$ cat src/rtl/sync_mode_pkg.sv
// Shared types for the sync mode detector.
// Assumes nothing beyond a standard elaboration order (package first).
package sync_mode_pkg;

    typedef enum logic [1:0] {
        PWR_NORMAL  = 2'b00,
        PWR_STANDBY = 2'b01,
        PWR_SUSPEND = 2'b10,
        PWR_OFF     = 2'b11
    } pwr_state_t;

    // Map the two presence bits onto a power state code.
    function automatic pwr_state_t pwr_from(input logic h_on, input logic v_on);
        unique case ({h_on, v_on})
            2'b11:   return PWR_NORMAL;
            2'b10:   return PWR_STANDBY;
            2'b01:   return PWR_SUSPEND;
            default: return PWR_OFF;
        endcase
    endfunction

endpackage

$ cat src/rtl/smd_tick_gen.sv
// Reference tick generator: one-cycle pulse every DIV clocks while run is high.
// Assumes DIV >= 1; the divider restarts whenever run is low.
module smd_tick_gen #(
    parameter int DIV = 125
) (
    input  logic clk,
    input  logic rst_n,
    input  logic run,
    output logic tick
);
    localparam int DW = (DIV > 1) ? $clog2(DIV) : 1;
    localparam logic [DW-1:0] LAST = DW'(DIV - 1);

    logic [DW-1:0] div_q;

    // Divide the system clock down to the reference rate.
    always_ff @(posedge clk) begin
        if (!rst_n || !run) begin
            div_q <= '0;
            tick  <= 1'b0;
        end else if (div_q == LAST) begin
            div_q <= '0;
            tick  <= 1'b1;
        end else begin
            div_q <= div_q + 1'b1;
            tick  <= 1'b0;
        end
    end
endmodule

$ cat src/rtl/smd_sync_meter.sv
// Period and polarity meter for one sync input.
// Synchronises the input, counts reference ticks between rising edges and
// the ticks spent high in that period. Counters saturate at all-ones; a
// saturated counter is reported as the period so a stuck sync reads as max.
// edge_stb pulses one cycle after a rising edge, when the capture is valid.
module smd_sync_meter #(
    parameter int CNT_W = 12
) (
    input  logic             clk,
    input  logic             rst_n,
    input  logic             run,
    input  logic             tick,
    input  logic             sync_in,
    output logic [CNT_W-1:0] period,
    output logic             active_high,
    output logic             edge_stb
);
    localparam logic [CNT_W-1:0] CNT_MAX = '1;

    logic [2:0]       shift_q;
    logic             rise;
    logic [CNT_W-1:0] cnt_q;
    logic [CNT_W-1:0] hi_q;
    logic [CNT_W-1:0] per_q;
    logic [CNT_W-1:0] hper_q;
    logic [CNT_W:0]   hi_twice;

    assign rise = shift_q[1] & ~shift_q[2];

    // Two-flop synchroniser plus one delayed copy for edge detection.
    always_ff @(posedge clk) begin
        if (!rst_n || !run) shift_q <= '0;
        else                shift_q <= {shift_q[1:0], sync_in};
    end

    // Running tick counters for the whole period and its high part.
    always_ff @(posedge clk) begin
        if (!rst_n || !run || rise) begin
            cnt_q <= '0;
            hi_q  <= '0;
        end else if (tick) begin
            if (cnt_q != CNT_MAX) cnt_q <= cnt_q + 1'b1;
            if (shift_q[1] && hi_q != CNT_MAX) hi_q <= hi_q + 1'b1;
        end
    end

    // Capture the finished period on each rising edge.
    always_ff @(posedge clk) begin
        if (!rst_n || !run) begin
            per_q    <= '0;
            hper_q   <= '0;
            edge_stb <= 1'b0;
        end else begin
            edge_stb <= rise;
            if (rise) begin
                per_q  <= cnt_q;
                hper_q <= hi_q;
            end
        end
    end

    assign period      = (cnt_q == CNT_MAX) ? CNT_MAX : per_q;
    assign hi_twice    = {hper_q, 1'b0};
    assign active_high = hi_twice < {1'b0, per_q};
endmodule

$ cat src/rtl/smd_settle.sv
// Frame sequencer and stability filter.
// A frame event is a vertical capture or a TIMEOUT-tick gap without one.
// On each frame event the current measurements are compared with the ones
// from the previous event; SETTLE stable comparisons in a row produce a
// commit pulse one cycle later, with the sample held on the s_* outputs.
module smd_settle #(
    parameter int HW      = 12,
    parameter int VW      = 17,
    parameter int TIMEOUT = 100000,
    parameter int SETTLE  = 5,
    parameter int TOL     = 2
) (
    input  logic          clk,
    input  logic          rst_n,
    input  logic          run,
    input  logic          tick,
    input  logic          v_edge,
    input  logic [HW-1:0] h_per,
    input  logic [VW-1:0] v_per,
    input  logic          h_ah,
    input  logic          v_ah,
    output logic          commit,
    output logic [HW-1:0] s_hper,
    output logic [VW-1:0] s_vper,
    output logic          s_hah,
    output logic          s_vah
);
    localparam int TW   = $clog2(TIMEOUT + 1);
    localparam int SC_W = $clog2(SETTLE + 1);
    localparam logic [TW-1:0]   TMR_LAST = TW'(TIMEOUT - 1);
    localparam logic [SC_W-1:0] STAB_MAX = SC_W'(SETTLE);
    localparam logic [SC_W-1:0] STAB_ARM = SC_W'(SETTLE - 1);

    logic [TW-1:0]   tmr_q;
    logic [SC_W-1:0] stab_q;
    logic            prev_ok;
    logic            tmo;
    logic            frame_ev;
    logic            close;

    function automatic logic h_near(input logic [HW-1:0] a, input logic [HW-1:0] b);
        logic [HW-1:0] d;
        d = (a > b) ? a - b : b - a;
        return d <= HW'(TOL);
    endfunction

    function automatic logic v_near(input logic [VW-1:0] a, input logic [VW-1:0] b);
        logic [VW-1:0] d;
        d = (a > b) ? a - b : b - a;
        return d <= VW'(TOL);
    endfunction

    assign tmo      = tick && (tmr_q == TMR_LAST);
    assign frame_ev = v_edge || tmo;
    assign close    = prev_ok && h_near(h_per, s_hper) && v_near(v_per, s_vper)
                      && (h_ah == s_hah) && (v_ah == s_vah);

    // Timeout timer that stands in for a missing vertical edge.
    always_ff @(posedge clk) begin
        if (!rst_n || !run || frame_ev) tmr_q <= '0;
        else if (tick)                  tmr_q <= tmr_q + 1'b1;
    end

    // Keep the last sample and count consecutive stable frame events.
    always_ff @(posedge clk) begin
        if (!rst_n || !run) begin
            stab_q  <= '0;
            prev_ok <= 1'b0;
            s_hper  <= '0;
            s_vper  <= '0;
            s_hah   <= 1'b0;
            s_vah   <= 1'b0;
        end else if (frame_ev) begin
            if (!close)                stab_q <= '0;
            else if (stab_q != STAB_MAX) stab_q <= stab_q + 1'b1;
            prev_ok <= 1'b1;
            s_hper  <= h_per;
            s_vper  <= v_per;
            s_hah   <= h_ah;
            s_vah   <= v_ah;
        end
    end

    // Issue a commit once the stable run has reached SETTLE.
    always_ff @(posedge clk) begin
        if (!rst_n || !run) commit <= 1'b0;
        else                commit <= frame_ev && close && (stab_q >= STAB_ARM);
    end
endmodule

$ cat src/rtl/sync_mode_detect.sv
// Top of the sync mode detector.
// Measures both syncs, filters them over frames, and on each commit turns
// the sample into presence, polarity and power state; the interrupt flag is
// raised only when that committed mode differs from the one before it.
// Assumes H_MAX_PER < 2**H_CNT_W - 1 and V_MAX_PER < 2**V_CNT_W - 1.
module sync_mode_detect
    import sync_mode_pkg::*;
#(
    parameter int REF_DIV   = 125,
    parameter int H_CNT_W   = 12,
    parameter int V_CNT_W   = 17,
    parameter int H_MAX_PER = 66,
    parameter int V_MAX_PER = 25000,
    parameter int TIMEOUT   = 100000,
    parameter int SETTLE    = 5,
    parameter int TOL       = 2
) (
    input  logic               clk,
    input  logic               rst_n,
    input  logic               hsync_in,
    input  logic               vsync_in,
    input  logic               en_wr,
    input  logic               en_wdata,
    output logic               en_o,
    input  logic               irq_edge_mode,
    input  logic               irq_ack,
    input  logic               irq_swclr,
    output logic [H_CNT_W-1:0] h_period,
    output logic [V_CNT_W-1:0] v_period,
    output logic               h_pol,
    output logic               v_pol,
    output logic               h_present,
    output logic               v_present,
    output logic [1:0]         pwr_state,
    output logic               irq
);
    localparam logic [H_CNT_W-1:0] H_LIM = H_CNT_W'(H_MAX_PER);
    localparam logic [V_CNT_W-1:0] V_LIM = V_CNT_W'(V_MAX_PER);
    localparam logic               H_FIXED_POL = 1'b0;

    logic               en_q;
    logic               tick;
    logic [H_CNT_W-1:0] h_meas;
    logic [V_CNT_W-1:0] v_meas;
    logic               h_meas_ah;
    logic               v_meas_ah;
    logic               h_edge_unused;
    logic               v_edge;
    logic               commit;
    logic [H_CNT_W-1:0] s_hper;
    logic [V_CNT_W-1:0] s_vper;
    logic               s_hah;
    logic               s_vah;
    logic               new_hp;
    logic               new_vp;
    logic               new_hpol;
    logic               new_vpol;
    logic               mode_diff;
    logic               known_q;
    logic               irq_q;
    pwr_state_t         pwr_q;

    function automatic logic h_far(input logic [H_CNT_W-1:0] a, input logic [H_CNT_W-1:0] b);
        logic [H_CNT_W-1:0] d;
        d = (a > b) ? a - b : b - a;
        return d > H_CNT_W'(TOL);
    endfunction

    function automatic logic v_far(input logic [V_CNT_W-1:0] a, input logic [V_CNT_W-1:0] b);
        logic [V_CNT_W-1:0] d;
        d = (a > b) ? a - b : b - a;
        return d > V_CNT_W'(TOL);
    endfunction

    // Enable register, set after reset.
    always_ff @(posedge clk) begin
        if (!rst_n)     en_q <= 1'b1;
        else if (en_wr) en_q <= en_wdata;
    end

    smd_tick_gen #(.DIV(REF_DIV)) u_tick (
        .clk  (clk),
        .rst_n(rst_n),
        .run  (en_q),
        .tick (tick)
    );

    smd_sync_meter #(.CNT_W(H_CNT_W)) u_hmeter (
        .clk        (clk),
        .rst_n      (rst_n),
        .run        (en_q),
        .tick       (tick),
        .sync_in    (hsync_in),
        .period     (h_meas),
        .active_high(h_meas_ah),
        .edge_stb   (h_edge_unused)
    );

    smd_sync_meter #(.CNT_W(V_CNT_W)) u_vmeter (
        .clk        (clk),
        .rst_n      (rst_n),
        .run        (en_q),
        .tick       (tick),
        .sync_in    (vsync_in),
        .period     (v_meas),
        .active_high(v_meas_ah),
        .edge_stb   (v_edge)
    );

    smd_settle #(
        .HW(H_CNT_W), .VW(V_CNT_W), .TIMEOUT(TIMEOUT), .SETTLE(SETTLE), .TOL(TOL)
    ) u_settle (
        .clk   (clk),
        .rst_n (rst_n),
        .run   (en_q),
        .tick  (tick),
        .v_edge(v_edge),
        .h_per (h_meas),
        .v_per (v_meas),
        .h_ah  (h_meas_ah),
        .v_ah  (v_meas_ah),
        .commit(commit),
        .s_hper(s_hper),
        .s_vper(s_vper),
        .s_hah (s_hah),
        .s_vah (s_vah)
    );

    // Decide presence, masked polarities and whether the mode moved.
    always_comb begin
        new_hp    = (s_hper != '0) && (s_hper <= H_LIM);
        new_vp    = (s_vper != '0) && (s_vper <= V_LIM);
        new_hpol  = new_hp && (new_vp ? s_hah : H_FIXED_POL);
        new_vpol  = new_vp && s_vah;
        mode_diff = !known_q
                    || (new_hp != h_present) || (new_vp != v_present)
                    || (new_hpol != h_pol) || (new_vpol != v_pol)
                    || (new_hp && h_far(s_hper, h_period))
                    || (new_vp && v_far(s_vper, v_period));
    end

    // Committed mode registers, refreshed on every commit.
    always_ff @(posedge clk) begin
        if (!rst_n) begin
            h_period  <= '0;
            v_period  <= '0;
            h_pol     <= 1'b0;
            v_pol     <= 1'b0;
            h_present <= 1'b0;
            v_present <= 1'b0;
            pwr_q     <= PWR_OFF;
            known_q   <= 1'b0;
        end else if (commit) begin
            h_period  <= s_hper;
            v_period  <= s_vper;
            h_pol     <= new_hpol;
            v_pol     <= new_vpol;
            h_present <= new_hp;
            v_present <= new_vp;
            pwr_q     <= pwr_from(new_hp, new_vp);
            known_q   <= 1'b1;
        end
    end

    // Interrupt flag: set on a real change, cleared by the selected strobe.
    always_ff @(posedge clk) begin
        if (!rst_n)                                      irq_q <= 1'b0;
        else if (commit && mode_diff)                    irq_q <= 1'b1;
        else if (irq_edge_mode ? irq_ack : irq_swclr)    irq_q <= 1'b0;
    end

    assign en_o      = en_q;
    assign irq       = irq_q;
    assign pwr_state = pwr_q;
endmodule

$ cat config.mk
export PLATFORM = sky130hd
export DESIGN_NAME = sync_mode_detect
export DESIGN_NICKNAME = d
export VERILOG_FILES = /design/src/rtl/sync_mode_pkg.sv /design/src/rtl/smd_tick_gen.sv /design/src/rtl/smd_sync_meter.sv /design/src/rtl/smd_settle.sv /design/src/rtl/sync_mode_detect.sv
export SDC_FILE = /design/constraint.sdc
export NUM_CORES = 1
export LEC_CHECK = 0
export BUFFER_PORTS_ARGS = -buffer_cell sky130_fd_sc_hd__buf_2
export CAP_MARGIN = 20
export CORE_MARGIN = 2
export CORE_UTILIZATION = 35
export CTS_BUF_LIST = sky130_fd_sc_hd__clkbuf_4 sky130_fd_sc_hd__clkbuf_8
export DETAILED_ROUTE_END_ITERATION = 16
export SYNTH_ARGS = -nofsm -noshare
export SYNTH_HDL_FRONTEND = slang
export SYNTH_SLANG_ARGS = --single-unit
export TNS_END_PERCENT = 30
$ cat constraint.sdc
create_clock -name clk -period 6.8 [get_ports clk]
set_input_delay 0.34 -clock clk [delete_from_list [all_inputs] [get_ports clk]]
set_output_delay 0.34 -clock clk [all_outputs]
set_load 0.02 [all_outputs]
# Yosys cells after proc, flatten, opt, wreduce, memory -nomap -nowiden
# Index checks and enable logic that the tools add are counted.
# totals
n_memories,0
ram_bits,0
register_bits,222
romBits,0
wordCells,135
input_bits,9
latchBits,0
output_inout_bits,37
# classes
magnitude_cmp,13
reduce_logical,39
bitwise_logic,4
addsub,15
multipliers,0
eq_ne,19
muxes,14
n_div,0
shifts,0
# op_table
op,count
17-bit subtractor,4
17-bit by 1-bit adder with 17-bit output (second input constant),3
17-bit 2-to-1 mux,3
12-bit subtractor,4
12-bit 2-to-1 mux,3
17-bit == test (second input constant),2
17-bit greater-than comparator,2
17-bit inequality test (second input constant),2
12-bit by 1-bit adder with 12-bit output (second input constant),2
12-bit greater-than comparator,2
12-bit inequality test (second input constant),2
18-bit by 17-bit less-than comparator with 1-bit output,1
17-bit by 2-bit greater-than comparator with 1-bit output (second input constant),1
17-bit by 15-bit <= comparator with 1-bit output (second input constant),1
17-bit by 2-bit <= comparator with 1-bit output (second input constant),1
17-bit nonzero test,1
1-bit logical AND,16
13-bit by 12-bit less-than comparator with 1-bit output,1
12-bit == test (second input constant),1
12-bit by 2-bit greater-than comparator with 1-bit output (second input constant),1
12-bit by 2-bit <= comparator with 1-bit output (second input constant),1
12-bit by 7-bit <= comparator with 1-bit output (second input constant),1
12-bit nonzero test,1
1-bit logical OR,11
19 further kinds,37

# Longest topological paths before layout
# Gate-level depths: netlist of the first run.
# logic_depth
depth_word,11
depth_mapped,21
ltp_nobuf,19

# Modules after synthesis
# A second synthesis of the first run with hierarchy kept.
# hier_totals
cells_unflattened,1953
hier_area_um2,15538.7
# modules_own_cells
module,seq_area_each_um2,area_each_um2,cells_each,n_inst
smd_settle,1061.0,5087.4,691,1
sync_mode_detect,760.7,4569.4,604,1
smd_sync_meter (u_vmeter),1441.4,3210.6,358,1
smd_sync_meter (u_hmeter),1041.0,2336.0,263,1
smd_tick_gen,160.2,335.3,37,1

# Worst setup path after synthesis of the first run
# Ideal clock, no wire load.
# synth_path
kind,register to register
startpoint,reg u_vmeter.cnt_q[7]
endpoint,reg u_settle.stab_q[2]
n_path_buf,2
path_stages_with_launch,21
setup_slack_ns,1.995
arrival_ns,4.727
path_cell_list,dfxtp_1 -> and3_1 -> and3_1 -> nand4_1 -> nor4_1 -> ha_1 -> clkbuf_1 -> buf_1 -> nor2_1 -> inv_1 -> ha_1 -> nor2b_1 -> o31a_1 -> o31ai_1 -> o211a_1 -> nor2_1 -> o211ai_1 -> or4bb_1 -> nor4_2 -> a31oi_1 -> nor3_1
# synth_between
elab_chain_cells,10
word_cells_on_any_way,13
# synth_rtl
item,line_no,source
start: declaration,smd_sync_meter.sv:22,logic [CNT_W-1:0] cnt_q;
start signal: assignment,smd_sync_meter.sv:42,if (cnt_q != CNT_MAX) cnt_q <= cnt_q + 1'b1;
17-bit == test (*),smd_sync_meter.sv:62,assign period = (cnt_q == CNT_MAX) ? CNT_MAX : per_q;
17-bit 2-to-1 mux (*),smd_sync_meter.sv:62,
via u_settle.v_per[1],smd_settle.sv:19,"input logic [VW-1:0] v_per,"
17-bit subtractor or 17-bit greater-than comparator (tied branches),smd_settle.sv:49,d = (a > b) ? a - b : b - a;
17-bit 2-to-1 mux (*),smd_settle.sv:49,
17-bit by 2-bit <= comparator with 1-bit output (*),smd_settle.sv:50,return d <= VW'(TOL);
1-bit logical AND (*),smd_settle.sv:55,"assign close = prev_ok && h_near(h_per, s_hper) && v_near(v_per, s_vper)"
1-bit logical AND (*) (2 in a row),smd_settle.sv:56,&& (h_ah == s_hah) && (v_ah == s_vah);
2-bit inequality test (no line),--,
2-bit AND reduction (no line),--,
end signal: assignment,smd_settle.sv:75,else if (stab_q != STAB_MAX) stab_q <= stab_q + 1'b1;
end: declaration,smd_settle.sv:35,logic [SC_W-1:0] stab_q;
# The timed path passes the listed nets; every way through them passes the cells marked *.
# A chain may end at the register's enable or synchronous reset.

# Worst setup path after layout of the first run
# layout_path
startpoint,reg u_vmeter.cnt_q[7]
endpoint,reg u_settle.stab_q[1]
# The elaborated chain is that of the path after synthesis.

==> metrics, run 1 <==
Synthesis Warnings 0; Initial Util 35.3%; Cell variety after synth 93; main combinational cell family by area after synthesis compound AO/OA/AOI/OAI gates; Clk Latency, worst-skew pair 0.61 ns; root buffer cell clkbuf_8; antenna violations before repair 0; final setup fails 0; max-slew violation count 0; Vias/cell ~5.5; simple-gate share of the synthesized area around 22%; P&R area growth vs syn 10.2%; CTS H-tree depth 2; largest net degree at the start of global routing between 60 and 70; Post-synth ARST share 0%; post-layout minimum cycle time about 5.6 ns; Routed Antenna Nets 0; synthesized-area fraction occupied by xor and xnor cells 5.11%; Post-synth EDFFs 0; Max FO, Critical Path 18; RSZ-0062 raised after global routing false; Worst EP arrival 6.14 ns; Primary FF master, synth dfxtp_1; antenna cells 0; drc violations 0; gr ovfl total 0; maxcap violations 0; Hold Vio Cnt, Final 0; Chip Width ~220 um; routed wire length 43,400 um; highest-count cells in the layout ignoring fill and taps dfxtp_1, nor2_1, nand2_1; Tcrit/Tclk final 82.4%; IO Port Bufs 45; WP data required ~7.3 ns; post-route insts no fill 2,607; area share of fa/ha/maj cells after synthesis 13.1%; multiplexer share of the synthesized area 3.36%; Die Height 215 um; worst slew pin tran 1.05 ns; Yosys top cell area share 28.5%; routed length per instance 16.7 um; Yosys reg bits 222; gate count of the mapped netlist 1,974; worst min path class in2reg; Compound-Gate Fraction of Synth Area 22.2%; first-pass GRT wire length 71,300 um; CTS Sinks 222; Rel. slew slack 29.7%; core area 44,100 um^2; ranking of synthesized cells by area dfxtp_1, ha_1, nor2_1; cell area after placement 16,300 um^2; Placer Congestion 0.908; LEAKAGE approximately 7.0 nW; crit path capture type flip-flop; nets 2,154; post-route design area 17,200 um^2; Post-Synthesis Cell Area roughly 16,000 um^2; vias in the first global route 13,900; clock transition at the registers of the reported paths 0.06 ns; # fillers 4,515; Placed Instances 2,531; most common cell after layout, fill and taps aside dfxtp_1; Final TNS setup 0 ns; status finished, final reports clean; Crit Path Class reg2reg; Site Rows 77; Die ar. between 40,000 and 50,000 um^2; CTS resizes 0; Top Ports 46; Startpoint Class flip-flop; Max Root-Sink Buffers 3; sequential share of the synthesized area 28.5%; Tot GR Track Use 18.5%; Syn Area/Cell 7.90 um^2; Synth Net Count 2,141; pwr dens 186 nW/um^2; cell taking the most area after synthesis dfxtp_1; share of post-route cells with drive strength above 1 7.79%; VDD IR-drop max between 0.09 and 0.1 mV; DP Wirelength 33,000 um; total CTS buffers 42; CTS tree built; drt first-iter violations 1,140; Clock Skew 0.0364 ns; vias post-DR around 14,000; Max Clk Rate 0.178 GHz; router iterations before antenna repair 6
## metal layers
layer	GRT usage, %	vias to the layer above	wire length [um]
li1	-	7099	-
met1	24.7	6697	20500
met2	29.9	400	19300
met3	2.70	97	2150
met4	7.54	0	1460
met5	0	-	0
## cell families (layout without fill, tap and decap cells)
group,Yosys count,after routing
DFF,222,222
buffers and inverters,242,283
and+or+nand+nor,698,698
xor gates and xnor gates,91,91
adders and majority gates,158,158
muxes,52,52
AOI/OAI and AO/OA,511,511
## path summary, 6_finish.rpt
kind / from / endpoint / slack [ns] / depth (start not counted)
worst min register to register: u_hmeter.per_q[11]$_SDFFE_PP0P_ / u_hmeter.per_q[11]$_SDFFE_PP0P_ / 0.45 / 2
worst min-delay path: rst_n / pwr_state[1]$_SDFFE_PN1P_ / 0.09 / 2
worst max register to register: u_vmeter.cnt_q[7]$_SDFFE_PP0P_ / u_settle.stab_q[1]$_SDFFE_PP0P_ / 1.20 / 18
worst max-delay path: u_vmeter.cnt_q[7]$_SDFFE_PP0P_ / u_settle.stab_q[1]$_SDFFE_PP0P_ / 1.20 / 18
## synth_stat cells, types with 6 or more instances
master     count
dfxtp_1      222
nor2_1       211
nand2_1      183
ha_1         150
inv_1        150
a21oi_1      138
o21ai_0       97
clkbuf_1      67
xor2_1        56
nand3_1       54
mux2i_1       50
a211oi_1      47
nand4_1       43
xnor2_1       35
nor3_1        32
and3_1        31
a21o_1        27
or3_1         26
o211ai_1      22
o21a_1        19
a22o_1        18
and2_1        18
nor4_1        18
nand2b_1      17
nor2b_1       16
buf_2         15
a31oi_1       12
and4_1        11
a221oi_1       9
o2111ai_1      9
fa_1           8
o31ai_1        8
nand3b_1       7
o211a_1        7
o21bai_1       7
o311ai_0       7
a2111oi_0      6
a211o_1        6
o221ai_1       6
o22ai_1        6
or4_1          6
## power breakdown
part	internal [mW]	total (mW)	switching [mW]
logic	0.205	0.548	0.343
registers	1.31	1.32	0.0105
clock network	0.741	1.33	0.594
total	2.25	3.20	0.947
## sequential cells by signal, summed over array words and instances, names as in the netlist, 17 cells and up
signal and cells:
u_settle.tmr_q 17, u_settle.s_vper 17, v_period 17, u_vmeter.per_q 17, u_vmeter.cnt_q 17, u_vmeter.hper_q 17
u_vmeter.hi_q 17
## final cells by class
type	count	area [um^2]	area share [%]
Multi-Input combinational cell	1510	10200	59.5
Sequential cell	222	4450	25.9
Clock buffer	61	783	4.56
Tap cell	592	741	4.31
Inverter	151	567	3.30
Timing Repair Buffer	60	348	2.03
Clock inverter	11	67.6	0.393
## stage by stage
step | hold slack, ns | power, mW | utilization [%] | setup WS, ns
floorplan | 0.435 | 1.75 | - | 2.00
global placement | 0.444 | 1.88 | 36.9 | 1.32
detailed placement | 0.448 | 1.88 | 36.9 | 1.15
CTS | 0.0475 | 3.25 | 38.9 | 1.17
global route | 0.0867 | 3.35 | 38.9 | 0.671
finish | 0.0869 | 3.20 | 38.9 | 1.20
## worst max-delay path, stage by stage (launching register included)
cell      delay (ns)
dfxtp_1         0.39
and3_1          0.20
and3_1          0.22
nand4_1         0.15
nor4_1          0.35
ha_1            0.72
nor2_1          0.22
inv_1           0.18
ha_1            0.27
nor2b_1         0.17
o31a_1          0.29
o31ai_1         0.49
o211a_1         0.32
nor2_1          0.15
o211ai_1        0.27
or4bb_1         0.44
nor4_2          0.40
a32oi_1         0.16
a21oi_1         0.16
## what timing repair did
item | CTS | global route
setup buffers | 0 | 0
hold endpoints to repair | 3 | 0
hold buffers | 4 | 0
endpoints found under the setup margin | 0 | 0
Note: power is estimated with default switching activity, not from simulation.
==> run 2, diff against run 1 <==
Clock period 6.8 ns to 5.7 ns, I/O delays scaled along.
==> metrics, run 2 (synthesized netlist as in run 1, its figures left out) <==
status finished, final reports clean; Initial Util 35.3% (unchanged); Routed Antenna Nets 0 (unchanged); vias in the first global route 13,900 (+0.13%); CP delay by family, top simple AND/OR/NAND/NOR gates; core area 44,100 um^2 (unchanged); Clock Skew 0.0283 ns (-0.00810 ns); RR Startpoint u_vmeter.cnt_q[7]$_SDFFE_PP0P_; Metal-1 WL 21,000 um (+2.8%); routed wire length 44,200 um (+1.9%); post-layout minimum cycle time 5.23 ns (-0.376 ns); DR top layer met4; met3 WL post-DR 1900 um (-12%); CTS H-tree depth 2 (unchanged); most common cell after layout, fill and taps aside dfxtp_1; Die ar. 46,200 um^2 (unchanged); router iterations before antenna repair 5 (-1); Vias/cell 5.50 (+0.32%); vias post-DR 14,400 (+0.94%); Site Rows 77 (unchanged); LEAKAGE 7.11 nW (+2.1%); Startpoint Class flip-flop; pwr dens 236 nW/um^2 (+26%); Hold Vio Cnt, Final 0 (unchanged); final setup fails 0 (unchanged); Crit Path Class reg2reg; Placer Congestion 0.905 (-0.35%); crit path from u_vmeter.cnt_q[7]$_SDFFE_PP0P_; Tot GR Track Use 18.6% (+0.13 points); IO Port Bufs 45 (unchanged); met2 wire len 19,900 um (+2.9%); Critical-path top delay cell or4bb_1; total CTS buffers 42 (unchanged); root buffer cell clkbuf_8; post-CTS setup buffers 0 (unchanged); cells along the critical path and3_1 -> and3_1 -> nand4_1 -> nor4_1 -> ha_2 -> buf_4 -> nor2_1 -> inv_1 -> ha_1 -> and2_1 -> nand4_1 -> o41a_1 -> nand2b_1 -> nor2_1 -> o211ai_1 -> or4bb_1 -> nor4_2 -> a32oi_1 -> a21oi_1; gr ovfl total 0 (unchanged); CTS Sinks 222 (unchanged); Worst EP arrival 5.75 ns (-0.39 ns); Final TNS setup 0 ns (unchanged); nets 2,169 (+0.70%); Worst Hold Launch irq_ack; cell area after placement 16,400 um^2 (+0.55%); antenna violations before repair 0 (unchanged); first-pass GRT wire length 71,800 um (+0.60%); Max Root-Sink Buffers 3 (unchanged); worst slew pin tran 1.05 ns (-0.00870 ns); worst min path class in2reg; CTS tree built; maxcap violations 0 (unchanged); largest net degree at the start of global routing 62 (+1.6%); Max FO, Critical Path 11 (-7); VDD IR-drop max 0.115 mV (+26%); Top Ports 46 (unchanged); Chip Width 215 um (unchanged); P&R area growth vs syn 12.1%; share of post-route cells with drive strength above 1 8.52% (+0.73 points); clock transition at the registers of the reported paths 0.06 ns (about the same); drt first-iter violations 1,201 (+5.4%); DP Wirelength 33,300 um (+0.83%); routed length per instance 16.9 um (+1.3%); drc violations 0 (unchanged); RSZ-0062 raised after global routing false; WP data required 6.23 ns (-1.11 ns); Die Height 215 um (unchanged); Max Clk Rate 0.191 GHz (+7.2%); max-slew violation count 0 (unchanged); crit path capture type flip-flop; highest-count cells in the layout ignoring fill and taps dfxtp_1, nor2_1, nand2_1; CP max stage delay 0.43 ns (-0.29 ns); post-route design area 17,500 um^2 (+1.7%); Rel. slew slack 28.5% (-1.2 points); Tcrit/Tclk final 91.7% (+9.3 points); antenna cells 0 (unchanged); Clk Latency, worst-skew pair 0.60 ns (about the same); Buffers & Inverters on Critical Path 2 (+1)
## run 2: layout make-up
cell class | count | area [um^2]
clock buffers | 60 | 782
clock inverters | 13 | 223
fillers | 4613 | 26600
inverters | 151 | 567
multi-input cells | 1510 | 10200
flip-flops and latches | 222 | 4450
well taps | 592 | 741
repair buffers | 75 | 485
## run 2: where the power goes
| part | internal [mW] | leakage [nW] | switching [mW] | total (mW) |
|---|---|---|---|---|
| logic | 0.252 | 4.79 | 0.416 | 0.669 |
| registers | 1.56 | 1.79 | 0.0121 | 1.57 |
| clock network | 1.16 | 0.527 | 0.719 | 1.88 |
## run 2: what timing repair did
action | 4_1_cts | 5_1_grt
setup endpoints to repair | 0 | 3
gates resized for setup | 0 | 2
hold buffers | 6 | 0
hold endpoints to repair | 5 | 0
## run 2: final timing paths
path / to / slack, ns / depth (start not counted)
setup / recovery: u_settle.stab_q[1]$_SDFFE_PP0P_ / 0.47 / 19
setup reg to reg: u_settle.stab_q[1]$_SDFFE_PP0P_ / 0.47 / 19
hold reg to reg: u_hmeter.hper_q[3]$_SDFFE_PP0P_ / 0.46 / 2
hold / removal: irq$_SDFFE_PN0P_ / 0.32 / 6
## run 2: worst min-delay path: cells and delay by family
family / cells / cell delay [ns]
compound gates: 2 / 0.22
buf+inv: 1 / 0.07
mux: 1 / 0.05
simple gates: 2 / 0.24
## run 2: per-layer routing
layer,GRT usage [%],up-vias
met1,24.7,6830
met2,30.6,365
met4,7.40,0
li1,-,7134
met3,2.49,98
met5,0,-
## run 2: stage by stage
step / setup slack [ns] / hold slack [ns] / utilization, % / power (mW) / std cells
finish: 0.473 / 0.321 / 39.6 / 4.12 / 2623
CTS: 0.341 / 0.290 / 39.5 / 4.16 / 2622
detailed placement: 0.334 / 0.448 / 37.1 / 2.26 / 2543
floorplan: 0.895 / 0.413 / - / 2.09 / 1974
global route: 0.0200 / 0.346 / 39.6 / 4.29 / 2623
global placement: 0.597 / 0.446 / 37.1 / 2.26 / 2543
